## config.mk

```make
export PLATFORM = sky130hd
export DESIGN_NAME = premac_slice
export DESIGN_NICKNAME = d
export VERILOG_FILES = /design/src/rtl/premac_pkg.sv /design/src/rtl/premac_pipe_reg.sv /design/src/rtl/premac_preadd.sv /design/src/rtl/premac_mult.sv /design/src/rtl/premac_final_alu.sv /design/src/rtl/premac_slice.sv
export SDC_FILE = /design/constraint.sdc
export NUM_CORES = 2
export LEC_CHECK = 0
export BUFFER_PORTS_ARGS = -buffer_cell sky130_fd_sc_hd__buf_4
export CAP_MARGIN = 10
export CORE_MARGIN = 5
export CORE_UTILIZATION = 36
export DETAILED_ROUTE_END_ITERATION = 8
export MAX_ROUTING_LAYER = met4
export PLACE_DENSITY_LB_ADDON = 0.25
export REMOVE_ABC_BUFFERS = 1
export SLEW_MARGIN = 5
export SYNTH_ARGS = -nofsm -noshare
export SYNTH_HDL_FRONTEND = slang
export SYNTH_SLANG_ARGS = --single-unit
export TNS_END_PERCENT = 50
```

## constraint.sdc

```tcl
create_clock -name clk -period 8.1 [get_ports clk]
set_clock_uncertainty 0.15 [all_clocks]
set_input_delay 2.025 -clock clk [delete_from_list [all_inputs] [get_ports clk]]
set_output_delay 2.025 -clock clk [all_outputs]
set_load 0.005 [all_outputs]
```

## src/rtl/premac_pkg.sv

```systemverilog
`timescale 1ns/1ps
package premac_pkg;

    // X operand source, opcode bits [1:0]
    typedef enum logic [1:0] {
        XS_ZERO = 2'd0,
        XS_PROD = 2'd1,
        XS_PFB  = 2'd2,
        XS_CAT  = 2'd3
    } xsel_e;

    // Y operand source, opcode bits [3:2]
    typedef enum logic [1:0] {
        YS_ZERO    = 2'd0,
        YS_PARTNER = 2'd1,
        YS_ONES    = 2'd2,
        YS_C       = 2'd3
    } ysel_e;

    // Z operand source, opcode bits [6:4]
    typedef enum logic [2:0] {
        ZS_ZERO    = 3'd0,
        ZS_PCIN    = 3'd1,
        ZS_PFB     = 3'd2,
        ZS_C       = 3'd3,
        ZS_PCIN_SH = 3'd4,
        ZS_PFB_SH  = 3'd5,
        ZS_RSV6    = 3'd6,
        ZS_RSV7    = 3'd7
    } zsel_e;

    // carry source select
    typedef enum logic [2:0] {
        CS_PORT    = 3'd0,
        CS_PSIGN   = 3'd1,
        CS_PSIGN_N = 3'd2,
        CS_MSIGN   = 3'd3,
        CS_MSIGN_N = 3'd4,
        CS_RSV5    = 3'd5,
        CS_RSV6    = 3'd6,
        CS_RSV7    = 3'd7
    } csel_e;

    typedef struct packed {
        zsel_e z;
        ysel_e y;
        xsel_e x;
    } opcode_t;

endpackage

```

## src/rtl/premac_pipe_reg.sv

```systemverilog
`timescale 1ns/1ps
// One register group of the slice: synchronous reset over enable, or a wire.
module premac_pipe_reg #(
    parameter int W  = 8,
    parameter bit EN = 1'b1
) (
    input  logic         clk,
    input  logic         rst,
    input  logic         ce,
    input  logic [W-1:0] din,
    output logic [W-1:0] dout
);

    generate
        if (EN) begin : g_reg
            typedef struct packed {
                logic [W-1:0] val;
            } grp_t;

            grp_t grp_d, grp_q;

            always_comb begin
                grp_d = grp_q;
                if (rst) begin
                    grp_d.val = '0;
                end else if (ce) begin
                    grp_d.val = din;
                end
            end

            always_ff @(posedge clk) begin
                grp_q <= grp_d;
            end

            assign dout = grp_q.val;
        end else begin : g_wire
            logic unused_ctl;
            assign unused_ctl = ^{clk, rst, ce};
            assign dout = din;
        end
    endgenerate

endmodule

```

## src/rtl/premac_preadd.sv

```systemverilog
`timescale 1ns/1ps
// Pre-adder ahead of the multiplier; result wraps at MA_W bits.
module premac_preadd #(
    parameter int MA_W       = 25,
    parameter int D_W        = 25,
    parameter bit USE_PREADD = 1'b1
) (
    input  logic [MA_W-1:0] a_low,
    input  logic [D_W-1:0]  d_in,
    output logic [MA_W-1:0] ad
);

    generate
        if (USE_PREADD) begin : g_add
            logic [MA_W-1:0] d_fit;
            assign d_fit = MA_W'(d_in);
            always_comb begin
                ad = a_low + d_fit;
            end
        end else begin : g_pass
            logic unused_d;
            assign unused_d = ^d_in;
            always_comb begin
                ad = a_low;
            end
        end
    endgenerate

endmodule

```

## src/rtl/premac_mult.sv

```systemverilog
`timescale 1ns/1ps
// Signed MA_W x B_W multiplier, full-width product.
module premac_mult #(
    parameter int MA_W = 25,
    parameter int B_W  = 18,
    localparam int PROD_W = MA_W + B_W
) (
    input  logic [MA_W-1:0]   ad,
    input  logic [B_W-1:0]    b_op,
    output logic [PROD_W-1:0] prod
);

    logic signed [PROD_W-1:0] prod_s;

    always_comb begin
        prod_s = $signed(ad) * $signed(b_op);
        prod   = prod_s;
    end

endmodule

```

## src/rtl/premac_final_alu.sv

```systemverilog
`timescale 1ns/1ps
// Three opcode-selected operands plus a selected carry, added at P_W bits.
module premac_final_alu
    import premac_pkg::*;
#(
    parameter int P_W    = 48,
    parameter int PROD_W = 43,
    parameter int AB_W   = 48,
    parameter int SHIFT  = 17
) (
    input  logic [PROD_W-1:0] prod,
    input  logic [AB_W-1:0]   ab,
    input  logic [P_W-1:0]    c_op,
    input  logic [P_W-1:0]    p_fb,
    input  logic [P_W-1:0]    pcin,
    input  logic [6:0]        opmode,
    input  logic [2:0]        carry_sel,
    input  logic              carry_in,
    output logic [P_W-1:0]    sum
);

    typedef struct packed {
        logic [P_W-1:0] x;
        logic [P_W-1:0] y;
        logic [P_W-1:0] z;
        logic           cin;
    } operands_t;

    opcode_t        op;
    operands_t      opd;
    logic [P_W-1:0] prod_ext;
    logic [P_W-1:0] pcin_sh;
    logic [P_W-1:0] pfb_sh;

    assign op       = opcode_t'(opmode);
    assign prod_ext = P_W'($signed(prod));
    assign pcin_sh  = $signed(pcin) >>> SHIFT;
    assign pfb_sh   = $signed(p_fb) >>> SHIFT;

    always_comb begin
        opd = '0;

        unique case (op.x)
            XS_ZERO: opd.x = '0;
            XS_PROD: opd.x = prod_ext;
            XS_PFB:  opd.x = p_fb;
            XS_CAT:  opd.x = P_W'(ab);
            default: opd.x = '0;
        endcase

        // the product leaves the multiplier complete, so its partner is zero
        unique case (op.y)
            YS_ZERO:    opd.y = '0;
            YS_PARTNER: opd.y = '0;
            YS_ONES:    opd.y = '1;
            YS_C:       opd.y = c_op;
            default:    opd.y = '0;
        endcase

        unique case (op.z)
            ZS_PCIN:    opd.z = pcin;
            ZS_PFB:     opd.z = p_fb;
            ZS_C:       opd.z = c_op;
            ZS_PCIN_SH: opd.z = pcin_sh;
            ZS_PFB_SH:  opd.z = pfb_sh;
            default:    opd.z = '0;
        endcase

        unique case (csel_e'(carry_sel))
            CS_PORT:    opd.cin = carry_in;
            CS_PSIGN:   opd.cin = p_fb[P_W-1];
            CS_PSIGN_N: opd.cin = ~p_fb[P_W-1];
            CS_MSIGN:   opd.cin = prod[PROD_W-1];
            CS_MSIGN_N: opd.cin = ~prod[PROD_W-1];
            default:    opd.cin = 1'b0;
        endcase

        sum = opd.x + opd.y + opd.z + P_W'(opd.cin);
    end

endmodule

```

## src/rtl/premac_slice.sv

```systemverilog
`timescale 1ns/1ps
// Pipelined pre-adder / multiplier / three-operand adder slice.
// P feedback needs P_REG = 1; with P_REG = 0 the feedback codes form a loop.
module premac_slice #(
    parameter int A_W        = 30,
    parameter int B_W        = 18,
    parameter int D_W        = 25,
    parameter int P_W        = 48,
    parameter int MA_W       = 25,
    parameter int SHIFT      = 17,
    parameter bit USE_PREADD = 1'b1,
    parameter bit IN_REG     = 1'b1,
    parameter bit C_REG      = 1'b1,
    parameter bit MID_REG    = 1'b1,
    parameter bit M_REG      = 1'b1,
    parameter bit P_REG      = 1'b1
) (
    input  logic           clk,
    input  logic           rst_in,
    input  logic           ce_in,
    input  logic           rst_c,
    input  logic           ce_c,
    input  logic           rst_mid,
    input  logic           ce_mid,
    input  logic           rst_m,
    input  logic           ce_m,
    input  logic           rst_p,
    input  logic           ce_p,
    input  logic [A_W-1:0] a,
    input  logic [B_W-1:0] b,
    input  logic [P_W-1:0] c,
    input  logic [D_W-1:0] d,
    input  logic [P_W-1:0] pcin,
    input  logic [6:0]     opmode,
    input  logic [2:0]     carry_sel,
    input  logic           carry_in,
    output logic [P_W-1:0] p
);

    localparam int PROD_W = MA_W + B_W;
    localparam int AB_W   = A_W + B_W;

    // input stage
    logic [A_W-1:0]    a1;
    logic [B_W-1:0]    b1;
    logic [D_W-1:0]    d1;
    logic [P_W-1:0]    c1;
    // pre-adder stage
    logic [MA_W-1:0]   ad_sum;
    logic [MA_W-1:0]   ad2;
    logic [A_W-1:0]    a2;
    logic [B_W-1:0]    b2;
    // multiplier stage
    logic [PROD_W-1:0] prod_c;
    logic [PROD_W-1:0] prod3;
    logic [AB_W-1:0]   ab3;
    // output stage
    logic [P_W-1:0]    p_next;
    logic [P_W-1:0]    p_q;

    premac_pipe_reg #(.W(A_W), .EN(IN_REG)) u_a1 (
        .clk(clk), .rst(rst_in), .ce(ce_in), .din(a), .dout(a1)
    );
    premac_pipe_reg #(.W(B_W), .EN(IN_REG)) u_b1 (
        .clk(clk), .rst(rst_in), .ce(ce_in), .din(b), .dout(b1)
    );
    premac_pipe_reg #(.W(D_W), .EN(IN_REG)) u_d1 (
        .clk(clk), .rst(rst_in), .ce(ce_in), .din(d), .dout(d1)
    );
    premac_pipe_reg #(.W(P_W), .EN(C_REG)) u_c1 (
        .clk(clk), .rst(rst_c), .ce(ce_c), .din(c), .dout(c1)
    );

    premac_preadd #(.MA_W(MA_W), .D_W(D_W), .USE_PREADD(USE_PREADD)) u_preadd (
        .a_low(a1[MA_W-1:0]), .d_in(d1), .ad(ad_sum)
    );

    premac_pipe_reg #(.W(MA_W), .EN(MID_REG)) u_ad2 (
        .clk(clk), .rst(rst_mid), .ce(ce_mid), .din(ad_sum), .dout(ad2)
    );
    premac_pipe_reg #(.W(A_W), .EN(MID_REG)) u_a2 (
        .clk(clk), .rst(rst_mid), .ce(ce_mid), .din(a1), .dout(a2)
    );
    premac_pipe_reg #(.W(B_W), .EN(MID_REG)) u_b2 (
        .clk(clk), .rst(rst_mid), .ce(ce_mid), .din(b1), .dout(b2)
    );

    premac_mult #(.MA_W(MA_W), .B_W(B_W)) u_mult (
        .ad(ad2), .b_op(b2), .prod(prod_c)
    );

    premac_pipe_reg #(.W(PROD_W), .EN(M_REG)) u_m3 (
        .clk(clk), .rst(rst_m), .ce(ce_m), .din(prod_c), .dout(prod3)
    );
    premac_pipe_reg #(.W(AB_W), .EN(M_REG)) u_ab3 (
        .clk(clk), .rst(rst_m), .ce(ce_m), .din({a2, b2}), .dout(ab3)
    );

    premac_final_alu #(
        .P_W(P_W), .PROD_W(PROD_W), .AB_W(AB_W), .SHIFT(SHIFT)
    ) u_alu (
        .prod(prod3), .ab(ab3), .c_op(c1), .p_fb(p_q), .pcin(pcin),
        .opmode(opmode), .carry_sel(carry_sel), .carry_in(carry_in),
        .sum(p_next)
    );

    premac_pipe_reg #(.W(P_W), .EN(P_REG)) u_p (
        .clk(clk), .rst(rst_p), .ce(ce_p), .din(p_next), .dout(p_q)
    );

    assign p = p_q;

endmodule

```

==> results.yml <==
outcome:
  status: "finished clean"
setup_path:
  required_ns: 8.47
  rr_worst_depth: 20
  worstSetupPathType: "flop to flop"
  cp-start-kind: "flop"
  cp-end-kind: "flop"
  crit_fanout: 27
  critical_path_arrival_ns: 7.75
  reg2reg_from: "u_b2.dout[3]"
  crit_start: "u_b2.dout[3]"
synthesis:
  async_flop_share_pct: 0
  synth_top_cell_by_area: "fa_1"
  netlist_top_cells_area: "fa_1, dfxtp_1, mux2i_1, inv_1, ha_1"
  yosysSeqAreaShare_pct: 18.92
  synthesis.area_mm2: 0.03523
  syn_area_per_cell_um2: 8.788
  syn_inst: 4009
  ys_ff_latch: 333
  ys.flop_type: "dfxtp_1"
  synth.distinct_cells: 74
  synth_top_area_share_pct: 27.84
  yosysWarnings: 0
  synth_edf_count: 0
floorplanning:
  die_h_um: 322.8
  io_pins: 239
  design.die.area_mm2: 0.1042
  coreArea_mm2: 0.09685
  rows: 114
  fp.dieW_um: 322.8
  initial_utilization_pct: 36.38
power:
  clkPwrFrac_pct: 37.0
  p_leak_nw: 19.32
  p_seq_share_pct: 36.8
  netSwitchingFraction_pct: 34.44
  power_density_mw_per_mm2: 132.4
  switchingPower_mw: 1.805
  p_int_mw: 3.436
  comb_power_share_pct: 26.2
  finalPower_mw: 5.241
  peakVddDrop_mv: 0.1438
detailed_routing:
  drt-total-wl_mm: 109.2
  drc_errors: 0
  viasPerCell: 5.142
  drtAntennaViolNets: 0
  drt_iter0_drc: 1914
  vias: 27850
  post_drt_wl_per_cell_um: 20.15
  dr.pass1.iters: 8
hold_path:
  min_path_cells: 2
  hold_path.class: "flop to flop"
  min_from: "u_m3.dout[0]"
sta:
  drv_slew: 0
  fin_tns_setup_ns: 0
  rsz0062_at_grt: "false"
  worstMarginPinSlew_ns: 1.144
  finalHoldViolations: 0
  finalSetupViolations: 0
  fmax_mhz: 135.6
  finalCritPeriodShare_pct: 91.03
  slew_headroom_pct: 23.64
  layout_min_cycle_time_ns: 7.373
clocking:
  cts_hold_buf: 0
  cts_tree: "built"
  clk_latency_ns: 0.62
  clock_sinks: 333
  post_cts_resize_count: 0
  post_cts_buffers: 0
  root_buffer: "clkbuf_16"
  cts.htree.levels: 2
  cts_buffers: 42
  ctsLongestPathBuffers: 3
  cts.clk_slew.worst_paths_ns: 0.05
global_routing:
  grt_max_degree: 75
  grt_pass1_wl_mm: 170.6
  grt_usage_pct: 21.58
  grt_overflow: 0
  grt_pass1_vias: 28750
  antenna_found_initial: 3
job:
  maxCapViolCount: 0
cells_and_area:
  drive_gt1_share_pct: 10.48
  area_growth_pct: 12.33
  final_util_pct: 40.86
  layout.nets: 4972
  n_antenna_cell: 0
placed_design:
  gp_congestion: 0.8949
  post-dp-hpwl_mm: 85.22
  port_buffers: 238
## stage by stage
step | std cells | hold slack (ns) | worst slack, ns | instance area, um2
6_report | 5417 | 0.3136 | 0.7267 | 39580
3_5_place_dp | 5345 | 0.3044 | 0.8457 | 38200
5_1_grt | 5417 | 0.3406 | 0.3698 | 39580
2_1_floorplan | 3772 | 0.2824 | 0.7980 | 34340
3_3_place_gp | 5345 | 0.3012 | 0.8865 | 38200
4_1_cts | 5417 | 0.3135 | 0.8256 | 39580
## layout make-up
cell class	count	area, um2
Fill cell	9798	57270
Inverter	625	2346
Multi-Input combinational cell	2814	25340
Sequential cell	333	6668
Clock inverter	16	215.2
Clock buffer	56	1164
Timing Repair Buffer	297	2242
Tap cell	1276	1597
## state kept, by name (all words and copies together) (netlist names)
register,flops
u_ad2.dout,25
u_a1.dout,30
u_c1.dout,48
u_p.dout,48
u_d1.dout,25
u_ab3.dout,48
u_a2.dout,30
u_m3.dout,43
u_b1.dout,18
u_b2.dout,18
## power by group through the flow
stage	sequential [mW]	clock, mW	combinational, mW
global placement	1.96	0	1.35
global route	1.94	2.04	1.53
floorplan	1.88	0	0.819
detailed placement	1.96	0	1.36
CTS	1.93	1.98	1.37
finish	1.93	1.94	1.37
## path summary, 6_finish.rpt
check	slack (ns)	endpoint
setup / recovery	0.73	u_m3.dout[30]
hold reg to reg	0.31	u_m3.dout[0]
hold / removal	0.31	u_m3.dout[0]
setup reg to reg	0.73	u_m3.dout[30]
## kinds of logic after synthesis
group | share of synthesized area (%)
AOI/OAI and AO/OA | 10.53
xor gates and xnor gates | 2.113
adders and majority gates | 34.16
buffers and inverters | 9.191
DFF | 18.92
muxes | 10.53
and+or+nand+nor | 14.55
## cells in the mapped netlist, types with 11 or more instances
master,instances
a211oi_1,27
a21o_1,50
a21oi_1,110
a221oi_1,34
a22oi_1,50
a31oi_1,16
and2_1,172
and3_1,16
buf_1,32
clkbuf_1,203
dfxtp_1,333
fa_1,490
ha_1,178
inv_1,625
mux2_2,44
mux2i_1,321
nand2_1,380
nand2b_1,33
nand3_1,22
nor2_1,426
nor2b_1,18
nor3_1,25
o211ai_1,13
o21a_1,20
o21ai_0,134
o21bai_1,11
o22ai_1,11
xnor2_1,50
xor2_1,35
## critical path, cell delays in order, from the launching register on
cell and delay, ns:
dfxtp_1 1.07, nand2_1 0.19, fa_1 0.57, fa_1 0.59, fa_1 0.47, fa_1 0.58, inv_1 0.06, fa_1 0.47
inv_1 0.05, fa_1 0.48, inv_1 0.04, ha_1 0.33, a211oi_1 0.26, nor2_1 0.10, o31ai_1 0.29, nand3_1 0.25
a221oi_1 0.50, o31ai_1 0.18, a31oi_1 0.21, mux2_2 0.35, a21oi_1 0.13
## metal layers
| layer | wire length (um) | vias to the layer above | global-route usage, % |
|---|---|---|---|
| met4 | 3325 | 0 | 5.944 |
| met2 | 49220 | 796 | 33.17 |
| met3 | 7326 | 143 | 4.229 |
| met5 | 0 | - | - |
| met1 | 49300 | 13870 | 29.26 |
| li1 | - | 13040 | - |
## placed cells by master, fill, tap and decap left out, types with 11 or more instances in the layout
cell,instances
inv_1,625
o211ai_1,13
xnor2_1,50
mux2i_1,321
and2_1,172
fa_1,490
o21bai_1,11
nand3_1,22
o21ai_0,134
o22ai_1,11
ha_1,178
xor2_1,35
nor2_1,424
nor2b_1,17
clkbuf_16,42
nand2b_1,33
nand2_1,380
a31oi_1,16
dfxtp_1,332
o21a_1,20
and3_1,16
nor3_1,24
a22oi_1,50
a211oi_1,27
a21o_1,50
a21oi_1,110
a221oi_1,34
mux2_2,44
buf_4,296
(Power assumes the default switching activity.)
